**src/rtl/dual_phase_pwm.sv**
```systemverilog
module dual_phase_pwm #(
  parameter int W = 16
) (
  input  logic         clk,
  input  logic         rst_n,
  input  logic         en,
  input  logic         cfg_we,
  input  logic         cfg_mode,
  input  logic [W-1:0] cfg_period,
  input  logic [W-1:0] cfg_duty,
  input  logic [W-1:0] cfg_phase,
  output logic         pwm_a,
  output logic         pwm_b,
  output logic         wrap_evt
);

  logic [W-1:0] period_q, duty_q, phase_q;
  logic         mode_q;
  logic [W-1:0] cnt_a, cnt_b;
  logic         run_a, run_b, wrap_q;

  wire a_last = (cnt_a == period_q);
  wire b_last = (cnt_b == period_q);

  always_ff @(posedge clk or negedge rst_n) begin
    if (!rst_n) begin
      period_q <= '0;
      duty_q   <= '0;
      phase_q  <= '0;
      mode_q   <= 1'b0;
    end else if (cfg_we && !en) begin
      period_q <= cfg_period;
      duty_q   <= cfg_duty;
      phase_q  <= cfg_phase;
      mode_q   <= cfg_mode;
    end
  end

  always_ff @(posedge clk or negedge rst_n) begin
    if (!rst_n) begin
      cnt_a  <= '0;
      cnt_b  <= '0;
      run_a  <= 1'b0;
      run_b  <= 1'b0;
      wrap_q <= 1'b0;
    end else if (!en) begin
      cnt_a  <= '0;
      cnt_b  <= '0;
      run_a  <= 1'b0;
      run_b  <= 1'b0;
      wrap_q <= 1'b0;
    end else if (!run_a) begin
      run_a  <= 1'b1;
      cnt_a  <= mode_q ? '0 : phase_q;
      cnt_b  <= '0;
      run_b  <= !mode_q;
      wrap_q <= 1'b0;
    end else begin
      cnt_a  <= a_last ? '0 : cnt_a + 1'b1;
      wrap_q <= a_last;
      if (run_b) begin
        cnt_b <= b_last ? '0 : cnt_b + 1'b1;
      end else if (cnt_a == phase_q) begin
        run_b <= 1'b1;
        cnt_b <= '0;
      end
    end
  end

  assign pwm_a    = run_a && (cnt_a < duty_q);
  assign pwm_b    = run_b && (cnt_b < duty_q);
  assign wrap_evt = wrap_q;

endmodule

```
**config.mk**
```make
export PLATFORM = sky130hd
export DESIGN_NAME = dual_phase_pwm
export DESIGN_NICKNAME = d
export VERILOG_FILES = /design/src/rtl/dual_phase_pwm.sv
export SDC_FILE = /design/constraint.sdc
export NUM_CORES = 1
export LEC_CHECK = 0
export BUFFER_PORTS_ARGS = -buffer_cell sky130_fd_sc_hd__buf_2
export CORE_ASPECT_RATIO = 0.7
export CORE_UTILIZATION = 58
export DETAILED_ROUTE_END_ITERATION = 6
export PLACE_DENSITY = 0.79
export RECOVER_POWER = 50
export SYNTH_ARGS = -nofsm -noshare
export SYNTH_HDL_FRONTEND = slang
export SYNTH_SLANG_ARGS = --single-unit
```
**constraint.sdc**
```tcl
create_clock -name clk -period 2.6 [get_ports clk]
set_input_delay 0 -clock clk [delete_from_list [all_inputs] [get_ports clk]]
set_output_delay 0 -clock clk [all_outputs]
set_load 0.005 [all_outputs]
```
Yosys cells after proc, flatten, opt, wreduce, memory -nomap -nowiden

Cells that the tools add are included.

Register bits: 84
Bits in latches: 0
Memory bits (writable): 0
ROM bits: 0
Input port bits: 53
Output and inout bits: 3
Word-level logic and storage cells: 38
Memories: 0

Add/subtract/negate cells: 2
Multipliers: 0
Divide/modulo/power cells: 0
Order comparisons: 2
Equality and inequality tests: 4
Shifts and indexed selects: 0
Mux-type cells: 16
Bitwise logic cells: 0
Reduce and logical (&&, ||, !) cells: 5

Operators with widths:

| kind                  | number |
|---|---|
| $mux 16               | 9 |
| $eq 16x16->1          | 3 |
| $add 16x1->16 const B | 2 |
| $lt 16x16->1          | 2 |
| $mux 1                | 7 |
| $ne 4x2->1 const B    | 1 |
| $logic_and 1x1->1     | 3 |
| $logic_not 1->1       | 2 |

Logic depth before layout (Yosys ltp)

Gate-level depths: netlist of run 1.

Depth after elaboration: 5
Gate-level depth with buffers: 8
Depth with buffers taken out: 7

Worst setup path before layout of run 1

Ideal clock, no wire load.

Path type: flip-flop to flip-flop
Start: reg cnt_a[9]
End: reg cnt_b[10]
Setup time: 0.126 ns
Data arrival time: 1.768 ns
Required time: 2.474 ns
Path slack: 0.706 ns
Cell stages (with the launch flop): 9
Path buffers: 3
Clock period less this slack: 1.894 ns
Cells stage by stage: dfrtp_1 > buf_6 > xor2_1 > nor4_1 > a41oi_1 > nor2b_4 > buf_6 > buf_6 > a221o_1

Longest elaborated chain between the ends: 2

RTL lines:

| what                     | RTL line | source |
|---|---|---|
| start: declaration       | 19       | `logic [W-1:0] cnt_a, cnt_b;` |
| start signal: assignment | 54       | `cnt_a <= mode_q ? '0 : phase_q;` |
| start signal: assignment | 59       | `cnt_a <= a_last ? '0 : cnt_a + 1'b1;` |
| $eq 16x16->1             | 63       | `end else if (cnt_a == phase_q) begin` |
| $ne 4x2->1 (no line)     | --       |  |
| end signal: assignment   | 62       | `cnt_b <= b_last ? '0 : cnt_b + 1'b1;` |
| end: declaration         | 19       |  |

No other way between the ends.
A chain may end at the register's enable or synchronous reset.

Final worst setup path of run 1

Start: reg cnt_a[8]
End: reg cnt_a[15]

Longest elaborated chain between the ends: 4
Elaborated cells on any way between the ends: 5
Those cells by class: add/sub (1); eq/ne (1); mux (3)

RTL lines:

| what                                                 | RTL line | source |
|---|---|---|
| $add 16x1->16 / $eq 16x16->1 (equally long branches) | 59, 22   |  |
| $mux 16 *                                            | 59       |  |
| $mux 16 *                                            | 52       | `end else if (!run_a) begin` |
| $mux 16 *                                            | 46       | `end else if (!en) begin` |

Every way passes the cells marked *; elsewhere a longest branch is shown, timed or not.

==> metrics.md, run 1 <==
| Metric | Value |
|---|---|
| Run status | finished with violations |
| Failing checks | capacitance limit, slew limit |
| Syn Nets | 575 |
| Antenna violations before repair | 0 |
| Hold Fails Final Rpt | 0 |
| Drt initial violations | 355 |
| Cts hold-fix bufs | 51 |
| Wirelength, routed | 13.04 mm |
| CP peak stage delay | 0.50 ns |
| Clk network pwr share | between 30% and 40% |
| Antenna viol nets, final | 0 |
| Worst endpoint data arrival time | 2.52 ns |
| Final Cycle Share | a little under 90% |
| Final Power | 3.636 mW |
| Vias in the first global route | between 4000 and 5000 |
| Post-synth EDFFs | 0 |
| Final setup fails | 0 |
| Critical R2R Launch | cnt_a[8]$_DFF_PN0_ |
| Register Area | about 2100 sq um |
| Ys async rst share | 100.0% |
| Drc violations | 0 |
| Switching Share | between 20 and 30% |
| Via Count | approximately 4200 |
| Die height | between 70 and 80 microns |
| Flop pwr share | 44.2% |
| Leak pwr | about 2.8 nW |
| Clock latency on the worst-skew pair | 0.35 ns |
| Sink Count | between 80 and 90 |
| Via/cell ratio | 6.124 |
| CP max FO | 10 |
| R2R Path End | cnt_a[15]$_DFF_PN0_ |
| Starting Density | between 60 and 70% |
| Hold path depth | 4 |
| TritonCTS clock tree | built |
| Total gr overflow | 0 |
| Distinct cells, synth | 38 |
| Synth Instances | 490 |
| Max IR drop VDD | 0.0004181 V |
| Slew @ Worst Pin | 2.051 ns |
| Fin. max-slew vios | 85 |
| Worst-case reg-to-reg path depth | 5 |
| Share of cells above drive strength 1 | 18.91% |
| Post-CTS Setup Inserts | 0 |
| Core Area | around 8000 sq um |
| Sink of the worst hold path | duty_q[1]$_DFFE_PN0P_ |
| CTS H-tree depth | 3 |
| Post-Synthesis Cell Area | 4999 sq um |
| Logic pwr share | 17.3% |
| Req. time, crit path | 2.81 ns |
| PD cells | just under 600 nW/um^2 |
| Die area | between 8000 and 9000 sq um |
| Yosys warnings | 0 |
| Worst path cell trace | xor2_1, nor4_1, nand4_1, nand3_1, o21ai_0 |
| Sequential fraction of the synthesis area | 42.05% |
| CTS max path bufs | 2 |
| Net Sw Power | 1.012 mW |
| Die Wd | 113.0 microns |
| Most common cell after layout, fill and taps aside | dfrtp_1 |
| Setup TNS | 0 ns |
| FF-to-FF setup slack | between 0.2 and 0.3 ns |
| Multi-input combinational cell area | approximately 2700 sq um |
| First-pass GRT wire length | 21.32 mm |
| Synthesis-stage register bit count | 84 |
| Most frequent cells in the layout | dfrtp_1 (84), buf_2 (52), dlygate4sd3_1 (51), xor2_1 (39), nand2_1 (37) |
| Pint | 2.624 mW |
| Crit. End Element | flip-flop |
| GRT Total Usage | about a third |
| Row cnt | 27 |
| Largest net degree at the start of global routing | 85 |
| # diodes | 0 |
| CTS clock-pin slew for the worst setup and hold paths | 0.06 ns |
| Nets | 667 |
| Final clock skew | a little under 0.009 ns |
| RSZ-0062 raised after global routing | false |
| Fill cell count | between 500 and 600 |
| Hold WC Path Type | primary input to flip-flop |
| Crit-path slowest cell | dfrtp_1 |
| Port Buffers | 55 |
| Setup CP Type | flip-flop to flip-flop |
| Final Non-Filler Cells | 688 |
| Synth-to-Final Area Change | 22.00% |
| Total of max-cap violations | 1 |
| IO Pins | 56 |
| Pre-CTS setup slack | 0.5351 ns |
| Hold path startpoint | cfg_duty[1] |
| Slack of the critical path | about 0.28 ns |
| Final core occ | 75.22% |
| Post-DP HPWL | 8.794 mm |
| WL/cell | 18.96 microns |
| DR pass1 iterations | 5 |
| Post-Synthesis Mean Instance Area | 10.20 sq um |
| Clk Tree Root Cell | clkbuf_16 |
| Gpl congestion | roughly 0.94 |
| Ys flop type | dfrtp_1 |
| Normalized max-slew margin | -36.74% |
| Final worst path period need | 2.317 ns |
| PostCTS Resize Cnt | 0 |
| Placed Cells | 621 |
| Total CTS buffers | 9 |
| Worst setup SP type | flip-flop |
| Max Fclk | between 400 and 500 MHz |
[cells by family after synthesis]
family	after synthesis	share of synthesized area, %
simple gates	152	16.00
flops	84	42.05
compound gates	78	10.56
xor+xnor	62	10.86
buf+inv	48	4.856
mux	34	7.660
fa+ha+maj	32	8.010
[how the worst max path moves through the flow]
stage                                    start                        to  slack [ns]  cells after the start
final                       cnt_a[8]$_DFF_PN0_       cnt_a[15]$_DFF_PN0_        0.28                      5
after global routing                     rst_n  period_q[12]$_DFFE_PN0P_        0.15                      2
after CTS                 cnt_b[6]$_DFFE_PN0P_                     pwm_b        0.31                      6
after detailed placement    cnt_a[8]$_DFF_PN0_       cnt_a[13]$_DFF_PN0_        0.54                      5
after global placement      cnt_a[7]$_DFF_PN0_     cnt_b[12]$_DFFE_PN0P_        0.61                      5
after floorplan             cnt_a[9]$_DFF_PN0_     cnt_b[10]$_DFFE_PN0P_        0.71                      8
[critical path: cells and delay by family, from the launching register on]
family,cells,cell delay (ns)
flip-flops,1,0.50
AO/OA/AOI/OAI,1,0.17
XOR/XNOR,1,0.19
AND/OR/NAND/NOR,3,1.32
[power by group through the flow]
stage          clock (mW)  sequential (mW)  combinational (mW)
2_1_floorplan           0             1.55               0.422
3_3_place_gp            0             1.61               0.532
3_5_place_dp            0             1.62               0.561
4_1_cts              1.41             1.60               0.625
5_1_grt              1.47             1.62               0.702
6_report             1.40             1.61               0.630
[per-stage QoR]
stage	hold WS, ns	area, sq um
CTS	0.2779	6118
global placement	0.2018	5281
detailed placement	0.2062	5281
floorplan	-0.2956	4999
global route	0.4043	6098
finish	0.4047	6098
[synthesized netlist by cell type (all sizes together) (5+ instances only)]
cell	n	area, sq um
xnor2	23	201.4
a221o	14	140.1
o21ai	31	155.2
ha	32	400.4
xor2	39	341.6
nand4	15	93.84
clkbuf	10	37.54
buf	19	133.9
nor2b	11	76.32
nand3	25	125.1
nor4	11	83.83
a32oi	6	52.55
a21oi	11	55.05
nand2	37	138.9
mux2	34	382.9
a21o	8	60.06
nor2	28	107.6
dfrtp	84	2102
inv	19	71.32
and3	7	43.79
nor3	5	25.02
[sequential cells by signal, summed over array words and instances (netlist names)]
signal and cells:
phase_q 16, wrap_evt 1, mode_q 1, period_q 16
cnt_a 16, cnt_b 16, run_b 1, duty_q 16
run_a 1
[area by class of cell]
cell class | instances | share of cell area [%]
repair buffers | 110 | 13.30
clock buffers | 10 | 3.919
inverters | 19 | 1.169
clock inverters | 6 | 1.436
well taps | 101 | 2.072
flip-flops and latches | 84 | 34.47
multi-input cells | 358 | 43.64
[routing by layer]
layer	vias to the layer above	wire length, microns	global-route usage, %
li1	1925	-	-
met1	2039	5485	40.10
met2	212	6117	50.37
met3	37	1106	9.036
met4	0	335	13.42
met5	-	0	0
Power figures use the tool's default switching activity.
==> inputs of run 2 (changes only) <==
Settings changed: PLACE_DENSITY 0.79 to 0.8.
==> metrics.md, run 2 (synthesis results as in run 1) <==
| Metric | Value |
|---|---|
| Vias in the first global route | 4084 (was 4288) |
| Final setup fails | 0 (unchanged) |
| Synth-to-Final Area Change | 21.35% (was 22.00%) |
| Clock latency on the worst-skew pair | 0.34 ns (was 0.35 ns) |
| WL/cell | 19.08 microns (was 18.96 microns) |
| Multi-input combinational cell area | 2656 sq um (was 2661 sq um) |
| First-pass GRT wire length | 21.45 mm (was 21.32 mm) |
| Share of cells above drive strength 1 | 18.63% (was 18.91%) |
| Antenna viol nets, final | 0 (unchanged) |
| Die Wd | 113.0 microns (unchanged) |
| Setup CP Type | flip-flop to flip-flop (unchanged) |
| Leak pwr | 2.829 nW (was 2.841 nW) |
| Fill cell count | 563 (was 535) |
| Normalized max-slew margin | -36.94% (was -36.74%) |
| CTS clock-pin slew for the worst setup and hold paths | 0.06 ns (about the same) |
| Die height | 79.67 microns (unchanged) |
| PostCTS Resize Cnt | 0 (unchanged) |
| Antenna violations before repair | 0 (unchanged) |
| Via Count | 4162 (was 4213) |
| Total CTS buffers | 9 (unchanged) |
| Drt initial violations | 403 (was 355) |
| Clk Tree Root Cell | clkbuf_16 (unchanged) |
| Req. time, crit path | 2.80 ns (was 2.81 ns) |
| Crit. End Element | flip-flop (unchanged) |
| Slew @ Worst Pin | 2.054 ns (was 2.051 ns) |
| Max Fclk | 438.5 MHz (was 431.6 MHz) |
| Starting Density | 61.65% (unchanged) |
| Worst setup SP type | flip-flop (unchanged) |
| Die area | 9000 sq um (unchanged) |
| PD cells | 578.8 nW/um^2 (was 596.2 nW/um^2) |
| Total of max-cap violations | 1 (unchanged) |
| Nets | 666 (was 667) |
| Total gr overflow | 0 (unchanged) |
| Hold Fails Final Rpt | 0 (unchanged) |
| Register Area | 2102 sq um (unchanged) |
| Final Cycle Share | 87.72% (was 89.11%) |
| DR pass1 iterations | 5 (unchanged) |
| Largest net degree at the start of global routing | 85 (unchanged) |
| Post-DP HPWL | 8.681 mm (was 8.794 mm) |
| Failing checks | capacitance limit, slew limit (unchanged) |
| Worst endpoint data arrival time | 2.48 ns (was 2.52 ns) |
| Max IR drop VDD | 0.0005004 V (was 0.0004181 V) |
| Most frequent cells in the layout | dfrtp_1 (84), buf_2 (52), dlygate4sd3_1 (51), xor2_1 (39), nand2_1 (37) (unchanged) |
| Via/cell ratio | 6.067 (was 6.124) |
| Wirelength, routed | 13.09 mm (was 13.04 mm) |
| IO Pins | 56 (unchanged) |
| Most common cell after layout, fill and taps aside | dfrtp_1 (unchanged) |
| CTS max path bufs | 2 (unchanged) |
| Gpl congestion | 0.8798 (was 0.9421) |
| Final worst path period need | 2.281 ns (was 2.317 ns) |
| Final core occ | 74.81% (was 75.22%) |
| Hold WC Path Type | primary input to flip-flop (unchanged) |
| Setup TNS | 0 ns (unchanged) |
| Drc violations | 0 (unchanged) |
| Row cnt | 27 (unchanged) |
| # diodes | 0 (unchanged) |
| Final clock skew | 0.008815 ns (was 0.008876 ns) |
| RSZ-0062 raised after global routing | false (unchanged) |
| Run status | finished with violations (unchanged) |
| GRT Total Usage | 31.32% (was 31.41%) |
| CP max FO | 10 (unchanged) |
| TritonCTS clock tree | built (unchanged) |
| Port Buffers | 55 (unchanged) |
| Core Area | 8108 sq um (unchanged) |
| Fin. max-slew vios | 85 (unchanged) |
| Sink Count | 84 (unchanged) |
| CTS H-tree depth | 3 (unchanged) |
[run 2: final cells by class]
cell class / instances / area share, %
multi-input cells: 358 / 43.79
clock buffers: 10 / 3.940
inverters: 19 / 1.176
repair buffers: 109 / 13.49
clock inverters: 5 / 0.8663
flip-flops and latches: 84 / 34.65
well taps: 101 / 2.083
[run 2: worst paths after layout]
path / from / end / slack [ns] / cells past startpoint
setup / recovery: cnt_a[8]$_DFF_PN0_ / cnt_a[7]$_DFF_PN0_ / 0.32 / 5
min in group asynchronous: rst_n / cnt_b[7]$_DFFE_PN0P_ / 0.78 / 2
setup reg to reg: cnt_a[8]$_DFF_PN0_ / cnt_a[7]$_DFF_PN0_ / 0.32 / 5
hold / removal: cfg_we / duty_q[2]$_DFFE_PN0P_ / 0.29 / 4
hold reg to reg: phase_q[9]$_DFFE_PN0P_ / cnt_a[9]$_DFF_PN0_ / 0.54 / 2
max in group asynchronous: rst_n / duty_q[1]$_DFFE_PN0P_ / 0.58 / 2
[run 2: timing repair]
| action | in CTS | in global routing |
|---|---|---|
| setup endpoints to repair | 0 | 0 |
| buffers inserted | 0 | 0 |
| hold buffers | 51 | 0 |
| endpoints found under the hold margin | 134 | 0 |
[run 2: routing by layer]
metal	routed length [microns]	vias to the layer above	global-route usage, %
met5	0	-	0
met4	210	0	7.632
met3	1117	27	7.517
met2	5832	206	47.96
met1	5926	2006	44.95
li1	-	1923	-
[run 2: where the power goes]
part           internal, mW  switching, mW
combinational         0.321          0.313
sequential             1.44          0.175
clock                 0.759          0.505
[run 2: critical path, cell delays in order, from the launching register on]
cell     delay [ns]
dfrtp_1        0.51
xor2_1         0.20
nor4_1         0.34
nand4_1        0.44
nand3_1        0.47
o21ai_0        0.17
[run 2: stage by stage]
stage          hold slack, ns  power, mW  area (sq um)  setup slack, ns  instances
2_1_floorplan         -0.2956      1.971          4999           0.7060        490
3_3_place_gp           0.2048      2.152          5274           0.4526        620
3_5_place_dp           0.2117      2.184          5274           0.4149        620
4_1_cts                0.1624      3.507          6076           0.3950        686
5_1_grt                0.3423      3.647          6066           0.1420        686
6_report               0.2948      3.511          6066           0.3194        686
==> inputs of run 3 (changes only) <==
Settings changed: CORE_UTILIZATION 58 to 53, PLACE_DENSITY 0.8 to 0.77.
Clock period 2.6 ns to 1.85 ns, I/O delays scaled along.
==> metrics.md, run 3 (synthesis results as in run 1) <==
| Metric | Value |
|---|---|
| Core Area | 9107 sq um (was 8108 sq um) |
| Post-DP HPWL | 9.791 mm (was 8.681 mm) |
| Share of cells above drive strength 1 | 37.42% (was 18.63%) |
| RSZ-0062 raised after global routing | true (was false) |
| Worst endpoint data arrival time | 2.03 ns (was 2.48 ns) |
| Nets | 740 (was 666) |
| Slack of the critical path | -0.1828 ns (was 0.3194 ns) |
| CP max FO | 7 (was 10) |
| Die height | 83.25 microns (was 79.67 microns) |
| Drt initial violations | 443 (was 403) |
| IO Pins | 56 (unchanged) |
| Port Buffers | 55 (unchanged) |
| Run status | finished with violations (unchanged) |
| Hold_ws | 0.2792 ns (was 0.2948 ns) |
| Failing checks | setup timing (was capacitance limit, slew limit) |
| Via Count | 4803 (was 4162) |
| Final Cycle Share | 109.9% |
| Max IR drop VDD | 0.0005884 V (was 0.0005004 V) |
| Synth-to-Final Area Change | 43.48% (was 21.35%) |
| First-pass GRT wire length | 25.50 mm (was 21.45 mm) |
| Wirelength, routed | 16.97 mm (was 13.09 mm) |
| Largest net degree at the start of global routing | 66 (was 85) |
| CTS clock-pin slew for the worst setup and hold paths | 0.06 ns (about the same) |
| Clk Tree Root Cell | clkbuf_16 (unchanged) |
| Total gr overflow | 0 (unchanged) |
| Final setup fails | 34 (was 0) |
| Die Wd | 118.1 microns (was 113.0 microns) |
| Hold Fails Final Rpt | 0 (unchanged) |
| Req. time, crit path | 1.85 ns (was 2.80 ns) |
| Row cnt | 29 (was 27) |
| Antenna viol nets, final | 0 (unchanged) |
| Via/cell ratio | 6.118 (was 6.067) |
| Normalized max-slew margin | 44.53% (was -36.94%) |
| Setup CP Type | flip-flop to output pin (was flip-flop to flip-flop) |
| Hold WC Path Type | primary input to async pin (was primary input to flip-flop) |
| Total CTS buffers | 9 (unchanged) |
| Total of max-cap violations | 0 (was 1) |
| Sink Count | 84 (unchanged) |
| Most common cell after layout, fill and taps aside | dfrtp_1 (unchanged) |
| DR pass1 iterations | 5 (unchanged) |
| Worst setup SP type | flip-flop (unchanged) |
| Final clock skew | 0.007888 ns (was 0.008815 ns) |
| Slew @ Worst Pin | 0.8321 ns (was 2.054 ns) |
| Most frequent cells in the layout | dfrtp_1 (81), buf_4 (58), buf_2 (54), dlygate4sd3_1 (51), xor2_1 (38) (was dfrtp_1 (84), buf_2 (52), dlygate4sd3_1 (51), xor2_1 (39), nand2_1 (37)) |
| Critical path buffers and inverters | 2 (was 0) |
| Worst path cell trace | buf_6, ha_1, a21o_1, a21o_1, a21oi_2, o2111ai_2, a21oi_2, buf_2 (was xor2_1, nor4_1, nand4_1, nand3_1, o21ai_0) |
| Antenna violations before repair | 1 (was 0) |
| Max Fclk | 491.9 MHz |
| GRT Total Usage | 34.48% (was 31.32%) |
| CTS max path bufs | 2 (unchanged) |
| Vias in the first global route | 4965 (was 4084) |
| Crit-path leading delay family | compound AO/OA/AOI/OAI gates (was simple AND/OR/NAND/NOR gates) |
| WL/cell | 21.61 microns (was 19.08 microns) |
| Die area | 9830 sq um (was 9000 sq um) |
| Final worst path period need | between 2 and 2.5 ns |
| Final core occ | 78.75% (was 74.81%) |
| Crit. End Element | output pin (was flip-flop) |
| Starting Density | 54.88% (was 61.65%) |
| TritonCTS clock tree | built (unchanged) |
| Crit-path slowest cell | dfrtp_1 (unchanged) |
| Placed cell areas | 5710 sq um (was 5274 sq um) |
| Fin. max-slew vios | 0 (was 85) |
| Drc violations | 0 (unchanged) |
| Pre-CTS setup slack | -0.09937 ns (was 0.4149 ns) |
| CTS H-tree depth | 3 (unchanged) |
| Gpl congestion | 0.9218 (was 0.8798) |
| Leak pwr | 3.296 nW (was 2.829 nW) |
| Clock latency on the worst-skew pair | 0.35 ns (was 0.34 ns) |
| PD cells | 757.4 nW/um^2 (was 578.8 nW/um^2) |
| CP peak stage delay | 0.40 ns (was 0.51 ns) |
| Design area | 7172 sq um (was 6066 sq um) |
==> run 3: cell types whose count changed in the layout (fill, tap and decap cells not counted), moves of 10 or more <==
| cell | previous run | this run |
|---|---|---|
| buf_6 | 0 | 13 |
| o21ai_0 | 31 | 19 |
| o21ai_2 | 0 | 10 |
| ha_1 | 32 | 20 |
| ha_4 | 0 | 12 |
| buf_4 | 2 | 58 |
==> run 3: final cells by class <==
type | instances | area (sq um)
diodes | 1 | 2.502
clock buffers | 11 | 252.7
clock inverters | 5 | 60.06
fillers | 531 | 1936
inverters | 19 | 73.82
multi-input cells | 360 | 3087
flip-flops and latches | 84 | 2106
well taps | 124 | 155.1
repair buffers | 181 | 1435
==> run 3: through the flow <==
stage	total power, mW	cells	TNS, ns
6_report	5.432	785	-3.962
5_1_grt	5.622	785	-9.182
4_1_cts	5.295	782	-1.302
3_5_place_dp	3.180	691	-1.761
3_3_place_gp	3.129	691	-0.1578
2_1_floorplan	2.778	490	-0.07323
==> run 3: timing repair <==
| item | in CTS | in global routing |
|---|---|---|
| pin swaps | 24 | 22 |
| gates resized for setup | 52 | 37 |
| endpoints found under the setup margin | 33 | 34 |
| endpoints found under the hold margin | 81 | 0 |
| hold buffers | 51 | 0 |
| setup buffers | 23 | 1 |
| gates cloned | 1 | 1 |
==> run 3: worst paths after layout <==
check,startpoint,end,slack (ns),cells past startpoint
min in group clk,cfg_we,duty_q[2]$_DFFE_PN0P_,0.28,4
hold reg to reg,phase_q[10]$_DFFE_PN0P_,cnt_a[10]$_DFF_PN0_,0.56,2
hold / removal,rst_n,period_q[7]$_DFFE_PN0P_,0.28,2
setup reg to reg,cnt_a[3]$_DFF_PN0_,cnt_b[2]$_DFFE_PN0P_,-0.18,5
setup / recovery,cnt_a[8]$_DFF_PN0_,pwm_a,-0.18,8
max in group asynchronous,rst_n,cnt_a[4]$_DFF_PN0_,0.20,3
==> run 3: power breakdown <==
| group | total (mW) | internal (mW) | switching (mW) |
|---|---|---|---|
| clock | 1.89 | 1.12 | 0.772 |
| combinational | 1.34 | 0.659 | 0.676 |
| sequential | 2.20 | 2.02 | 0.182 |
| total | 5.43 | 3.80 | 1.63 |
==> run 3: per-layer routing <==
metal	GRT usage [%]	part of all wire (%)
met4	12.12	4.3
met3	12.02	10
met2	56.31	46
met5	0	0
met1	42.40	40
